**config.mk**
```make
export PLATFORM = sky130hd
export DESIGN_NAME = auth_regfront
export DESIGN_NICKNAME = d
export VERILOG_FILES = /design/src/rtl/auth_regfront.sv
export SDC_FILE = /design/constraint.sdc
export NUM_CORES = 1
export LEC_CHECK = 0
export BUFFER_PORTS_ARGS = -buffer_cell sky130_fd_sc_hd__buf_2
export CAP_MARGIN = 20
export CORE_ASPECT_RATIO = 1.25
export CORE_UTILIZATION = 55
export DETAILED_ROUTE_END_ITERATION = 8
export GPL_ROUTABILITY_DRIVEN = 0
export PLACE_DENSITY = 0.77
export SETUP_SLACK_MARGIN = 0.15
export SLEW_MARGIN = 10
export SYNTH_ARGS = -nofsm -noshare
export SYNTH_HDL_FRONTEND = slang
export SYNTH_SLANG_ARGS = --single-unit
```
**constraint.sdc**
```tcl
create_clock -name clk -period 1.8 [get_ports clk]
set_input_delay 0.36 -clock clk [delete_from_list [all_inputs] [get_ports clk]]
set_output_delay 0.36 -clock clk [all_outputs]
set_load 0.05 [all_outputs]
```
**src/rtl/auth_regfront.sv**
```systemverilog
module auth_regfront #(
  parameter logic [31:0] SECRET1 = 32'hA5C3_1E69,
  parameter logic [31:0] SECRET2 = 32'h3C96_F00D,
  parameter logic [31:0] SECRET3 = 32'h7E15_92B4,
  parameter int          STEPS   = 8
) (
  input  logic       clk,
  input  logic       rst_n,
  input  logic       wr_en,
  input  logic       rd_en,
  input  logic [1:0] page,
  input  logic [3:0] offset,
  input  logic [7:0] wr_data,
  output logic [7:0] rd_data
);
  localparam int SW = (STEPS > 1) ? $clog2(STEPS) : 1;
  localparam logic [SW-1:0] LAST = SW'(STEPS - 1);

  function automatic logic [31:0] key_of(input logic [1:0] code);
    case (code)
      2'd1:    return SECRET1;
      2'd2:    return SECRET2;
      default: return SECRET3;
    endcase
  endfunction

  logic [1:0]    coef_sel, seed_sel;
  logic [31:0]   coef_key, seed_key, chal, h;
  logic [1:0]    nbyte;
  logic [SW-1:0] step;
  logic          busy, err, done, rdy, fresh;

  wire a_sel  = page == 2'd2 && offset == 4'h0;
  wire a_chl  = page == 2'd2 && offset == 4'h1;
  wire a_auth = page == 2'd2 && offset == 4'h5;
  wire a_stat = page == 2'd1 && offset == 4'h1;

  wire wr_sel    = wr_en && a_sel;
  wire wr_chl    = wr_en && a_chl;
  wire rd_auth   = rd_en && a_auth;
  wire rd_stat   = rd_en && a_stat;
  wire sel_ok    = wr_data[3:2] != 2'd0 && wr_data[1:0] != 2'd0;
  wire last_byte = wr_chl && !busy && nbyte == 2'd3;
  wire start     = last_byte && fresh;
  wire finish    = busy && step == LAST;
  wire [7:0] fold = h[31:24] ^ h[23:16] ^ h[15:8] ^ h[7:0];

  wire err_evt = (wr_sel && (busy || !sel_ok)) || (wr_chl && busy) ||
                 (last_byte && !fresh) || (rd_auth && (busy || !rdy));

  always_comb begin
    rd_data = 8'h00;
    if (rd_en) begin
      if (a_sel)       rd_data = {4'h0, coef_sel, seed_sel};
      else if (a_stat) rd_data = {5'h00, done, err, busy};
      else if (a_auth) rd_data = (rdy && !busy) ? fold : 8'h00;
    end
  end

  always_ff @(posedge clk) begin
    if (!rst_n) begin
      coef_sel <= 2'd1;
      seed_sel <= 2'd2;
      coef_key <= '0;
      seed_key <= '0;
      chal     <= '0;
      h        <= '0;
      nbyte    <= '0;
      step     <= '0;
      busy     <= 1'b0;
      err      <= 1'b0;
      done     <= 1'b0;
      rdy      <= 1'b0;
      fresh    <= 1'b0;
    end else begin
      err  <= err_evt || (err && !rd_stat);
      done <= finish || (done && !rd_stat);
      if (rd_auth && !busy) rdy <= 1'b0;
      if (wr_sel && !busy) begin
        nbyte <= '0;
        fresh <= sel_ok;
        if (sel_ok) begin
          coef_sel <= wr_data[3:2];
          seed_sel <= wr_data[1:0];
          coef_key <= key_of(wr_data[3:2]);
          seed_key <= key_of(wr_data[1:0]);
        end
      end else if (wr_chl && !busy) begin
        chal[{nbyte, 3'b000} +: 8] <= wr_data;
        nbyte <= nbyte + 2'd1;
      end
      if (start) begin
        h     <= seed_key ^ {wr_data, chal[23:0]};
        busy  <= 1'b1;
        step  <= '0;
        fresh <= 1'b0;
        rdy   <= 1'b0;
      end else if (busy) begin
        h    <= {h[28:0], h[31:29]} ^ (coef_key + 32'(step));
        step <= step + 1'b1;
        if (finish) begin
          busy <= 1'b0;
          rdy  <= 1'b1;
        end
      end
    end
  end

  p_bad_sel_kept_r2: assert property (@(posedge clk) disable iff (!rst_n)
    wr_sel && !busy && !sel_ok |=> $stable({coef_sel, seed_sel}) && err);
  p_start_busy_r3: assert property (@(posedge clk) disable iff (!rst_n)
    last_byte && fresh |=> busy && !rdy);
  p_end_ready_r4: assert property (@(posedge clk) disable iff (!rst_n)
    $fell(busy) |-> rdy && done);
  p_read_once_r6: assert property (@(posedge clk) disable iff (!rst_n)
    rd_auth && rdy && !busy |=> !rdy);
  p_busy_read_err_r7: assert property (@(posedge clk) disable iff (!rst_n)
    rd_auth && busy |=> err);
  p_stale_sel_r8: assert property (@(posedge clk) disable iff (!rst_n)
    last_byte && !fresh |=> !busy && err);
  p_sel_drops_bytes_r9: assert property (@(posedge clk) disable iff (!rst_n)
    wr_sel && !busy |=> nbyte == 2'd0);
  p_done_survives_r10: assert property (@(posedge clk) disable iff (!rst_n)
    finish && rd_stat |=> done);
  p_busy_write_r11: assert property (@(posedge clk) disable iff (!rst_n)
    (wr_sel || wr_chl) && busy |=> err && $stable(chal) && $stable(coef_key));
endmodule

```
# == Yosys cells after proc, flatten, opt, wreduce, memory -nomap -nowiden ==
# Index checks and enable logic that the tools add are counted.
# op_classes
n_reduce_logical,42
addsub,4
eq_ne,10
bitwise_logic,7
muxes,16
shift,2
# op_table
op,n
$pmux W32 S2,2
$mux W32,2
$xor A32 B32 Y32,2
$mux W8,5
$add A32 B3 Y32,1
$bwmux W32,1
$shift A8 B7 Y32 const A,1
$shiftx A8 B7 Y32,1
$xor A8 B8 Y8,3
$logic_and A1 B1 Y1,22
$eq A2 B2 Y1 const B,4
$logic_or A1 B1 Y1,7
$neg A5 Y7,1
$eq A2 B1 Y1 const B,3
$mux W1,6
$reduce_bool A2 Y1,3
$logic_not A1 Y1,5
$eq A4 B1 Y1 const B,1
$eq A4 B3 Y1 const B,1
$logic_not A4 Y1,1
$reduce_and A2 Y1,2
$reduce_or A2 Y1,2
$add A3 B1 Y3 const B,1
$eq A3 B3 Y1 const B,1
other kinds (2),3
# word_totals
inputBits,18
wordCells,94
out_inout_bits,8
reg_bits,142

# == Longest topological paths before layout ==
# Gate-level depths: netlist of run 1.
# logic_depth
depth_word,9
ltp_mapped,8
ltp_nobuf,6

# == Worst setup path after synthesis of run 1 ==
# Ideal clock, no wire load.
# synth_path
kind,input -> output
from,input port page[0]
to,output port rd_data[0]
path_slack_ps,-536
arrival_time_ps,1976
n_path_buf,0
path_stages,4
cell_sequence,nor4b_4 -> and2_1 -> nand4_1 -> o22ai_1
# synth_via
elab_chain_len,6
elab_cells_between_ends,9
cone_classes,eq/ne (2); mux (4); reduce/logical (3)
# synth_rtl
element,line_no,text
"start, declared",11,"input logic [1:0] page,"
$eq A2 B2 Y1,"33, 35",
$logic_and A1 B1 Y1,35,wire a_auth = page == 2'd2 && offset == 4'h5;
$mux W8,56,else if (a_auth) rd_data = (rdy && !busy) ? fold : 8'h00;
$mux W8,55,"else if (a_stat) rd_data = {5'h00, done, err, busy};"
$mux W8 *,54,"if (a_sel) rd_data = {4'h0, coef_sel, seed_sel};"
$mux W8 *,53,if (rd_en) begin
"end, declared",14,output logic [7:0] rd_data
# Mark *: on every way between the ends. The rest lies on a longest branch, timed or not.

# == Worst setup path in the final report of run 1 ==
# layout_path
from,register h[17]
to,output port rd_data[1]
# layout_via
elab_chain_len,8
# layout_rtl
element,line_no,text
"start, declared",28,"logic [31:0] coef_key, seed_key, chal, h;"
"start signal, assigned",93,"h <= seed_key ^ {wr_data, chal[23:0]};"
"start signal, assigned",99,"h <= {h[28:0], h[31:29]} ^ (coef_key + 32'(step));"
$xor A8 B8 Y8 (3 in series),46,wire [7:0] fold = h[31:24] ^ h[23:16] ^ h[15:8] ^ h[7:0];
$mux W8 (2 in series),56,
$mux W8,55,
$mux W8,54,
$mux W8,53,
# Every way passes these cells.

==> results of run 1 <==
[layout by cell type (no fill, tap or decap), drive strengths merged, types with 3 or more instances in the layout]
cell type  instances
a221oi            13
buf               87
inv                9
nand4             32
o211a             10
ha                20
and2               5
xnor2             50
a21oi             13
nand2             66
xor2              35
a21boi            35
mux2i              8
nor2              26
o21ai             20
nand3             15
nor2b             16
clkbuf            13
dfxtp             83
o22ai              3
nor3b              4
a22oi             11
[worst max-delay path, stage by stage (launching register included)]
cell and delay, ns:
dfxtp_2 0.34, xor2_1 0.18, xnor2_1 0.14, buf_4 0.14, nand4_1 0.15, a21oi_4 0.17, buf_6 0.17
[repair_timing]
action | in CTS | in global routing
buffers inserted | 3 | 5
pin swaps | 15 | 9
gates cloned | 0 | 1
resized for setup | 40 | 21
setup endpoints to repair | 12 | 35
[metal layers]
layer  share of wire  vias to the layer above  global-route usage  wire, microns
met4           0.026                        0               0.105            353
met2            0.51                      221               0.523           6810
li1                -                     2016                   -              -
met3           0.067                       38              0.0446            900
met5               0                        -                   0              0
met1            0.40                     2075               0.382           5400
[through the flow]
step,util,instances
2_1_floorplan,-,543
3_3_place_gp,0.643,677
3_5_place_dp,0.643,677
4_1_cts,0.688,696
5_1_grt,0.705,702
6_report,0.705,702
[cell families (layout without fill, tap and decap cells)]
group | after synthesis | in the layout | share of synthesized area
buffers and inverters | 52 | 114 | 0.0480
and+or+nand+nor | 177 | 177 | 0.194
adders and majority gates | 20 | 20 | 0.0527
DFF | 83 | 83 | 0.350
xor gates and xnor gates | 85 | 85 | 0.157
muxes | 8 | 8 | 0.0169
AOI/OAI and AO/OA | 118 | 118 | 0.182
[state kept, by name, indices dropped and copies added (netlist names)]
name / count
nbyte: 2
step: 3
err: 1
busy: 1
coef_key: 7
rdy: 1
chal: 24
seed_sel: 2
fresh: 1
h: 32
coef_sel: 2
done: 1
seed_key: 6
[report_power, final]
group          switching [uW]  total [uW]  internal, uW
registers                3.20        1840          1840
clock network             695        1520           822
logic                     123         222          99.1
total                     821        3580          2760
[layout make-up]
cell class / instances / area [sq um]
fillers: 584 / 2450
inverters: 10 / 41.3
clock inverters: 4 / 73.8
multi-input cells: 408 / 3030
repair buffers: 88 / 754
flip-flops and latches: 83 / 1670
well taps: 97 / 121
clock buffers: 12 / 145
[final timing paths]
| path | start | to | slack, ns | cells after the start |
|---|---|---|---|---|
| setup / recovery | h[17]$_SDFFE_PN0P_ | rd_data[1] | -0.20 | 6 |
| hold / removal | wr_data[7] | chal[23]$_SDFFE_PN0P_ | 0.29 | 3 |
| setup reg to reg | nbyte[0]$_SDFFE_PP0P_ | chal[1]$_SDFFE_PN0P_ | 0.16 | 7 |
| hold reg to reg | chal[19]$_SDFFE_PN0P_ | chal[19]$_SDFFE_PN0P_ | 0.47 | 2 |
==> results by group, run 1 <==
Layout
  – Share of cells above drive strength 1: 0.245
  – Layout net count: 638
  – Ant diodes: 0
  – Area delta synth->final: 23.0%
  – Post-route cell area: 5840 sq um

Timing
  – Setup TNS Final: -1.02 ns
  – RSZ-0062 raised after global routing: true
  – Final setup vio count: 8
  – Hold Worst Slack: 0.294 ns
  – Max-slew headroom at the worst pin: 0.620
  – Clock Skew: 0.0126 ns
  – Worst Slack Setup Final: -0.200 ns
  – Least-Margin Pin Slew: 0.570 ns
  – Tcrit/Tclk final: 1.11
  – Final Critical Period: 2.00 ns
  – Final hold viol count: 0
  – Fmax: 0.500 GHz
  – Slew Viols, Final: 0

Drt
  – Total Wirelength: 13.5 mm
  – Antenna violation net count after detailed routing: 0
  – Drt pass-1 iters: 5
  – DRC errors left: 0
  – Drt wl/cell: 19.2 microns
  – Vias/cell: 6.20
  – First DRT Iteration DRCs: 467
  – Routed via count: 4,350

Global route
  – Largest net degree at the start of global routing: 31
  – All-Layer GR Usage: 0.303
  – First-pass GRT wire length: 21.2 mm
  – Grt total ovfl: 0
  – Initial antenna violation count: 0
  – Vias in the first global route: 4,154

Floorplanning
  – Core outline area: 8290 sq um
  – Cell Rows: 37
  – Die W: 85.1 microns
  – Initial Util: 0.573
  – Die area: 9010 sq um
  – Die Y: 106 microns
  – Top-Level Pins: 26

Yosys
  – Synth top area share: 0.350
  – Asr flop ratio synth: 0
  – Synth Cell Area: 4750 sq um
  – Ys Warns: 0
  – Post-synthesis cell type count: 46
  – Post-Syn Area per Cell: 8.74 sq um
  – Most common cell in the netlist: dfxtp_1
  – #FFs+latches synth: 83
  – Synth area leader: dfxtp_1
  – Synthesized instance count: 543
  – Post-synth top cells: dfxtp_1 (83), nand2_1 (66), xnor2_1 (50), xor2_1 (35), nand4_1 (32)
  – Area contributors post-synth: dfxtp_1 (35%), xnor2_1 (9.2%), xor2_1 (6.5%)
  – Top_reg_cell synth: dfxtp_1
  – Register area share after synthesis: 0.350
  – Number of flops mapped to enable cells by yosys: 0
  – Net Count, Synth: 581

Worst setup path
  – WS Path Type: reg -> out
  – Worst path required time: 1.44 ns
  – Worst Setup End Kind: output pin
  – Crit-path max FO: 2
  – Startpoint types: register
  – Critical path data arrival time: 1.64 ns

Pwr
  – PwrDens: 613 nW/um^2
  – Power Total: 3580 uW
  – Pleak: 0.00237 uW
  – Max IR drop VDD: 0.429 mV

Place
  – Placed inst area: 5330 sq um
  – Worst slack, placed: -0.272 ns
  – Post-detail-place hpwl: 9.17 mm
  – IO Port Bufs: 25

Clock tree
  – Worst-skew pair later-pin latency: 0.37 ns
  – Total CTS buffers: 9
  – Worst-path clk slew: 0.09 ns
  – Hold-fix buffers, CTS: 0
  – H-tree levels: 3
  – CTS root buf: clkbuf_8
  – Longest Clk Path Bufs: 2
  – Clock sink count: 83
  – CTS tree: built

Hold path
  – Hold WC Path Type: in -> reg

Status
  – Status: finished, violations left
  – Failing checks: negative setup slack

Run
  – Max_cap viols: 0
Power figures use the tool's default switching activity.
==> run 2: changes to the inputs <==
--- a/config.mk
+++ b/config.mk
@@ -5,13 +5,14 @@
 export SDC_FILE = /design/constraint.sdc
 export NUM_CORES = 1
 export LEC_CHECK = 0
+export ABC_AREA = 1
 export BUFFER_PORTS_ARGS = -buffer_cell sky130_fd_sc_hd__buf_2
 export CAP_MARGIN = 20
 export CORE_ASPECT_RATIO = 1.25
-export CORE_UTILIZATION = 55
+export CORE_UTILIZATION = 56
 export DETAILED_ROUTE_END_ITERATION = 8
 export GPL_ROUTABILITY_DRIVEN = 0
-export PLACE_DENSITY = 0.77
+export PLACE_DENSITY = 0.78
 export SETUP_SLACK_MARGIN = 0.15
 export SLEW_MARGIN = 10
 export SYNTH_ARGS = -nofsm -noshare
==> results by group, run 2 <==
Status
  – Status: finished, violations left
  – Failing checks: negative setup slack

Yosys
  – Ys Warns: 0 (unchanged)
  – Synthesized instance count: 703 (+29%)
  – Asr flop ratio synth: 0 (unchanged)
  – Top_reg_cell synth: dfxtp_1
  – Area contributors post-synth: dfxtp_1 (34%), nand2_1 (11%), a21oi_1 (8.4%)
  – Synth area leader: dfxtp_1
  – Most common cell in the netlist: nand2_1
  – Synth Cell Area: 4890 sq um (+3.1%)
  – Register area share after synthesis: 0.340 (-0.0104)
  – Synth top area share: 0.340 (-0.0104)
  – Number of flops mapped to enable cells by yosys: 0 (unchanged)
  – #FFs+latches synth: 83 (unchanged)
  – Post-Syn Area per Cell: 6.96 sq um (-20%)
  – Post-synthesis cell type count: 32 (-30%)
  – Net Count, Synth: 741 (+28%)
  – Post-synth top cells: nand2_1 (140), dfxtp_1 (83), a21oi_1 (82), o21ai_0 (76), nand3_1 (72)

Timing
  – Final setup vio count: 10 (+2)
  – Clock Skew: 0.0122 ns (-0.000332 ns)
  – Tcrit/Tclk final: 1.14 (+0.0294)
  – Max-slew headroom at the worst pin: 0.548 (-0.0724)
  – RSZ-0062 raised after global routing: true
  – Final hold viol count: 0 (unchanged)
  – Least-Margin Pin Slew: 0.678 ns (+0.109 ns)
  – Final Critical Period: 2.05 ns (+0.0530 ns)
  – Worst Slack Setup Final: -0.253 ns (-0.0530 ns)
  – Fmax: 0.487 GHz (-2.6%)
  – Slew Viols, Final: 0 (unchanged)

Clock tree
  – H-tree levels: 3 (unchanged)
  – CTS root buf: clkbuf_8
  – Hold-fix buffers, CTS: 0 (unchanged)
  – Worst-skew pair later-pin latency: 0.38 ns (about the same)
  – Total CTS buffers: 9 (unchanged)
  – Longest Clk Path Bufs: 2 (unchanged)
  – Worst-path clk slew: 0.09 ns (about the same)
  – CTS tree: built
  – Clock sink count: 83 (unchanged)

Place
  – Post-detail-place hpwl: 9.82 mm (+7.2%)
  – Placed insts: 828 (+22%)
  – IO Port Bufs: 25 (unchanged)
  – Placed inst area: 5500 sq um (+3.2%)
  – Worst slack, placed: -0.191 ns (+0.0810 ns)

Floorplanning
  – Die Y: 107 microns (+0.59%)
  – Die W: 85.6 microns (+0.59%)
  – Initial Util: 0.587 (+0.0142)
  – Cell Rows: 37 (unchanged)
  – Die area: 9120 sq um (+1.2%)
  – Core outline area: 8330 sq um (+0.56%)
  – Top-Level Pins: 26 (unchanged)

Hold path
  – Hold WC Path Type: in -> reg

Worst setup path
  – Slowest CP cell: dfxtp_1
  – R2r setup slk: -0.02 ns (-0.18 ns)
  – Max incr delay on CP: 0.35 ns (about the same)
  – Worst Setup End Kind: output pin
  – Most used cell, CP: xnor2_1
  – Startpoint types: register
  – Crit-path max FO: 4 (+2)
  – Crit-path cells: xnor2_1, xnor2_1, buf_4, o22ai_4, buf_6
  – Worst path required time: 1.44 ns (about the same)
  – Critical path data arrival time: 1.69 ns (+0.05 ns)
  – WS Path Type: reg -> out

Layout
  – Ant diodes: 0 (unchanged)
  – Max reg flops: 32 (unchanged)
  – Share of cells above drive strength 1: 0.326 (+0.0810)
  – Reg area: 1690 sq um (+1.2%)
  – Area delta synth->final: 38.5%
  – Highest-count cells in the layout ignoring fill and taps: nand2_1 (114), a21oi_1 (65), dfxtp_1 (61)
  – Largest Register: h
  – Most common cell after layout, fill and taps aside: nand2_1
  – Post-Layout Cell Count: 880 (+25%)
  – Top flop regs: h x32, chal x24, coef_key x7
  – Post-route cell area: 6780 sq um (+16%)
  – Multi-input logic area: 3520 sq um (+16%)
  – Layout net count: 817 (+28%)
  – Fill count: 481 (-18%)

Drt
  – DRC errors left: 0 (unchanged)
  – Routed via count: 5,701 (+31%)
  – Antenna violation net count after detailed routing: 0 (unchanged)
  – Drt wl/cell: 20.8 microns (+8.5%)
  – Total Wirelength: 18.3 mm (+36%)
  – Vias/cell: 6.48 (+4.5%)
  – First DRT Iteration DRCs: 741 (+59%)
  – Drt pass-1 iters: 7 (+2)

Pwr
  – Pleak: 0.00270 uW (+14%)
  – Power Total: 3500 uW (-2.2%)
  – Max IR drop VDD: 0.552 mV (+29%)
  – PwrDens: 516 nW/um^2 (-16%)

Global route
  – Initial antenna violation count: 0 (unchanged)
  – Grt total ovfl: 0 (unchanged)
  – All-Layer GR Usage: 0.318 (+0.0153)
  – Largest net degree at the start of global routing: 58 (+87%)
  – First-pass GRT wire length: 22.3 mm (+5.4%)
  – Vias in the first global route: 4,553 (+9.6%)

Run
  – Max_cap viols: 0 (unchanged)
[run 2: changes by cell type in the layout (fill, tap and decap cells not counted), moves of 27 or more]
cell and change:
nor2_1 +31, nand2_1 +48, a21oi_1 +54, o21ai_0 +33
nand3_1 +27, a21boi_1 -29, inv_1 +28
[run 2: cell families (layout without fill, tap and decap cells)]
| family | after synthesis | count (layout) | synth area share |
|---|---|---|---|
| adders and majority gates | 20 | 20 | 0.0511 |
| DFF | 83 | 83 | 0.340 |
| xor gates and xnor gates | 51 | 51 | 0.0913 |
| AOI/OAI and AO/OA | 165 | 165 | 0.171 |
| buffers and inverters | 85 | 164 | 0.0754 |
| and+or+nand+nor | 299 | 300 | 0.271 |
[run 2: stage by stage]
stage	hold WS, ns	utilization	setup TNS [ns]
after global placement	0.449	0.660	-1.25
after floorplan	0.439	-	0
after CTS	0.288	0.708	-0.823
after global routing	0.307	0.813	-1.73
after detailed placement	0.459	0.660	-1.87
final	0.287	0.813	-1.34
[run 2: power breakdown]
part	leakage (uW)	switching [uW]	internal, uW
Clock	0.0000995	705	710
Sequential	0.000680	4.56	1840
Combinational	0.00192	159	86.6
Total	0.00270	868	2630
[run 2: path summary, 6_finish.rpt]
path         cells past startpoint                   end         startpoint
min                              3  chal[7]$_SDFFE_PN0P_         wr_data[7]
max reg2reg                     15        err$_SDFF_PN0_    busy$_SDFF_PN0_
min reg2reg                      2        rdy$_SDFF_PP0_     rdy$_SDFF_PP0_
max                              5            rd_data[2]  h[2]$_SDFFE_PN0P_
[run 2: worst max-delay path, delay by kind of cell, from the launching register on]
kind,cells,cell delay (ns)
xor+xnor,2,0.43
flops,1,0.35
buf+inv,2,0.35
compound gates,1,0.18
[run 2: cell type report]
class / count / area share
clock buffer: 13 / 0.0234
tap: 97 / 0.0179
inverter: 43 / 0.0281
timing repair buffer: 106 / 0.157
sequential: 83 / 0.250
clock inverter: 2 / 0.00517
multi-input combinational: 536 / 0.519
[run 2: repair_timing]
action | 4_1_cts | 5_1_grt
endpoints found under the setup margin | 22 | 51
gates resized for setup | 45 | 148
cloned | 0 | 10
setup buffers | 12 | 15
pin swaps | 4 | 51
[run 2: routing by layer]
metal / routed length (microns) / track usage / vias to the layer above / share of wire
met5: 0 / 0 / - / 0
met3: 1810 / 0.0342 / 140 / 0.099
li1: - / - / 2481 / -
met1: 6250 / 0.390 / 2623 / 0.34
met4: 1320 / 0.149 / 0 / 0.072
met2: 8900 / 0.555 / 457 / 0.49
==> run 3: changes to the inputs <==
==> constraint.sdc (replaced) <==
create_clock -name clk -period 1.8 [get_ports clk]
set_input_delay 0.54 -clock clk [delete_from_list [all_inputs] [get_ports clk]]
set_output_delay 0.54 -clock clk [all_outputs]
set_load 0.05 [all_outputs]
==> results by group, run 3 (same netlist as run 2, synthesis figures left out) <==
Layout
  – Fill count: 609 (+27%)
  – Post-Layout Cell Count: 877 (-0.34%)
  – Most common cell after layout, fill and taps aside: nand2_1
  – Reg area: 1670 sq um (-1.5%)
  – Area delta synth->final: 26.7%
  – Layout net count: 814 (-0.37%)
  – Max reg flops: 32 (unchanged)
  – Multi-input logic area: 3160 sq um (-10%)
  – Share of cells above drive strength 1: 0.235 (-0.0911)
  – Largest Register: h
  – Ant diodes: 0 (unchanged)
  – Highest-count cells in the layout ignoring fill and taps: nand2_1 (127), dfxtp_1 (79), a21oi_1 (76)
  – Final core utilization: 0.744 (-0.0692)
  – Top flop regs: h x32, chal x24, coef_key x7

Timing
  – Fmax: 0.450 GHz (-7.6%)
  – RSZ-0062 raised after global routing: true
  – Setup TNS Final: -3.02 ns (-1.68 ns)
  – Worst Slack Setup Final: -0.422 ns (-0.169 ns)
  – Hold Worst Slack: 0.468 ns (+0.181 ns)
  – Least-Margin Pin Slew: 0.416 ns (-0.262 ns)
  – Tcrit/Tclk final: 1.23 (+0.0938)
  – Final setup vio count: 8 (-2)
  – Final hold viol count: 0 (unchanged)
  – Final Critical Period: 2.22 ns (+0.169 ns)
  – Clock Skew: 0.0144 ns (+0.00213 ns)
  – Slew Viols, Final: 0 (unchanged)
  – Max-slew headroom at the worst pin: 0.722 (+0.174)

Drt
  – First DRT Iteration DRCs: 580 (-22%)
  – Drt wl/cell: 16.7 microns (-19%)
  – Routed via count: 5,157 (-9.5%)
  – Antenna violation net count after detailed routing: 0 (unchanged)
  – DRC errors left: 0 (unchanged)
  – Vias/cell: 5.88 (-9.2%)
  – Total Wirelength: 14.7 mm (-20%)
  – Drt pass-1 iters: 6 (-1)

Hold path
  – Hold endpoint: seed_sel[1]$_SDFFE_PN1P_
  – Hold WC Path Type: in -> reg
  – Min-delay src: rst_n
  – Hold depth: 2 (-1)

Global route
  – Largest net degree at the start of global routing: 61 (+5.2%)
  – GRT busiest layer: met2
  – Vias in the first global route: 4,774 (+4.9%)
  – First-pass GRT wire length: 22.8 mm (+1.8%)
  – All-Layer GR Usage: 0.321 (+0.00290)
  – Initial antenna violation count: 0 (unchanged)
  – GR Util met2: 0.538 (-0.0177)
  – GR Util met1: 0.395 (+0.00576)
  – Grt total ovfl: 0 (unchanged)
  – GRT met3 Usage: 0.0404 (+0.00621)

Worst setup path
  – RR Endpoint: h[23]$_SDFFE_PN0P_
  – Startpoint types: input pin
  – Critical path data arrival time: 1.68 ns (about the same)
  – RR Startpoint: busy$_SDFF_PN0_
  – R2r setup slk: 0.08 ns (+0.10 ns)
  – Worst path required time: 1.26 ns (-0.18 ns)
  – Worst r2r path cells: 8 (-7)
  – Worst Setup End Kind: output pin
  – WS Path Type: in -> out
  – Crit-path max FO: 3 (-1)

Floorplanning
  – Core outline area: 8330 sq um (unchanged)
  – Die Y: 107 microns (unchanged)
  – Die W: 85.6 microns (unchanged)
  – Cell Rows: 37 (unchanged)
  – Top-Level Pins: 26 (unchanged)
  – Die area: 9120 sq um (unchanged)
  – Initial Util: 0.587 (unchanged)

Clock tree
  – Longest Clk Path Bufs: 2 (unchanged)
  – Clock sink count: 83 (unchanged)
  – Worst-skew pair later-pin latency: 0.37 ns (about the same)
  – CTS tree: built
  – Hold-fix buffers, CTS: 0 (unchanged)
  – H-tree levels: 3 (unchanged)
  – Total CTS buffers: 9 (unchanged)
  – Worst-path clk slew: 0.07 ns (-0.02 ns)
  – CTS root buf: clkbuf_8

Status
  – Status: finished, violations left
  – Failing checks: negative setup slack

Pwr
  – Max IR drop VDD: 0.402 mV (-27%)
  – Clock power share: 0.397 (-0.007)
  – Switching Power: 827 uW (-4.8%)
  – PwrDens: 561 nW/um^2 (+8.6%)
  – Reg power frac: 0.530 (+0.004)
  – Comb pwr share: 0.074 (+0.004)
  – Sw Share: 0.238 (-0.0103)
  – Pleak: 0.00260 uW (-3.7%)
  – Power Total: 3480 uW (-0.64%)
  – Internal power: 2650 uW (+0.72%)

Place
  – Post-detail-place hpwl: 9.90 mm (+0.78%)
  – IO Port Bufs: 25 (unchanged)
  – Placed insts: 854 (+3.1%)

Run
  – Max_cap viols: 0 (unchanged)
-- run 3: cell count changes in the layout (fill, tap and decap cells not counted), moves of 13 or more --
cell,before,now
buf_4,44,70
nand3_1,42,67
buf_6,28,10
dfxtp_1,61,79
o21ai_1,24,6
dfxtp_2,21,4
nand3_4,19,2
o21ai_0,52,67
nand2_1,114,127
-- run 3: worst max-delay path, cell delays in order --
cell and delay [ns]:
buf_8 0.09, buf_6 0.11, inv_2 0.04, nor2_2 0.13, nand4_1 0.20, o21ai_2 0.21, buf_4 0.14, o22ai_4 0.05
buf_6 0.16
-- run 3: worst max path at each step --
stage                     startpoint         end  cells past startpoint
after global routing         page[1]  rd_data[0]                      9
after detailed placement   offset[3]  rd_data[3]                      7
after global placement       page[0]  rd_data[0]                      8
after CTS                    page[0]  rd_data[0]                      8
final                        page[1]  rd_data[0]                      9
after floorplan              page[0]  rd_data[0]                      6
-- run 3: metrics by stage --
stage	instance area [sq um]	setup slack [ns]
after floorplan	5070	-0.234
after global placement	5690	-0.544
after detailed placement	5690	-0.578
after CTS	5990	-0.394
after global routing	6200	-0.475
final	6200	-0.422
-- run 3: metal layers --
layer,wire length (microns),part of all wire
met4,555,0.038
met2,7330,0.50
met1,5950,0.41
met5,0,0
met3,852,0.058
-- run 3: cell type report --
cell class / count / share of cell area
Inverter: 43 / 0.0307
Clock buffer: 13 / 0.0256
Sequential cell: 83 / 0.269
Clock inverter: 2 / 0.00565
Tap cell: 97 / 0.0196
Timing Repair Buffer: 102 / 0.140
Multi-Input combinational cell: 537 / 0.510
-- run 3: repair_timing --
action,4_1_cts,5_1_grt
gates cloned,0,3
setup endpoints to repair,87,86
pin swaps,3,14
setup buffers,0,5
resized for setup,33,44
-- run 3: power by group through the flow --
| stage | Combinational (uW) | Sequential [uW] | Clock [uW] |
|---|---|---|---|
| floorplan | 101 | 1880 | 0 |
| global placement | 215 | 1880 | 0 |
| detailed placement | 221 | 1880 | 0 |
| CTS | 230 | 1840 | 1370 |
| global route | 274 | 1840 | 1460 |
| finish | 257 | 1840 | 1380 |
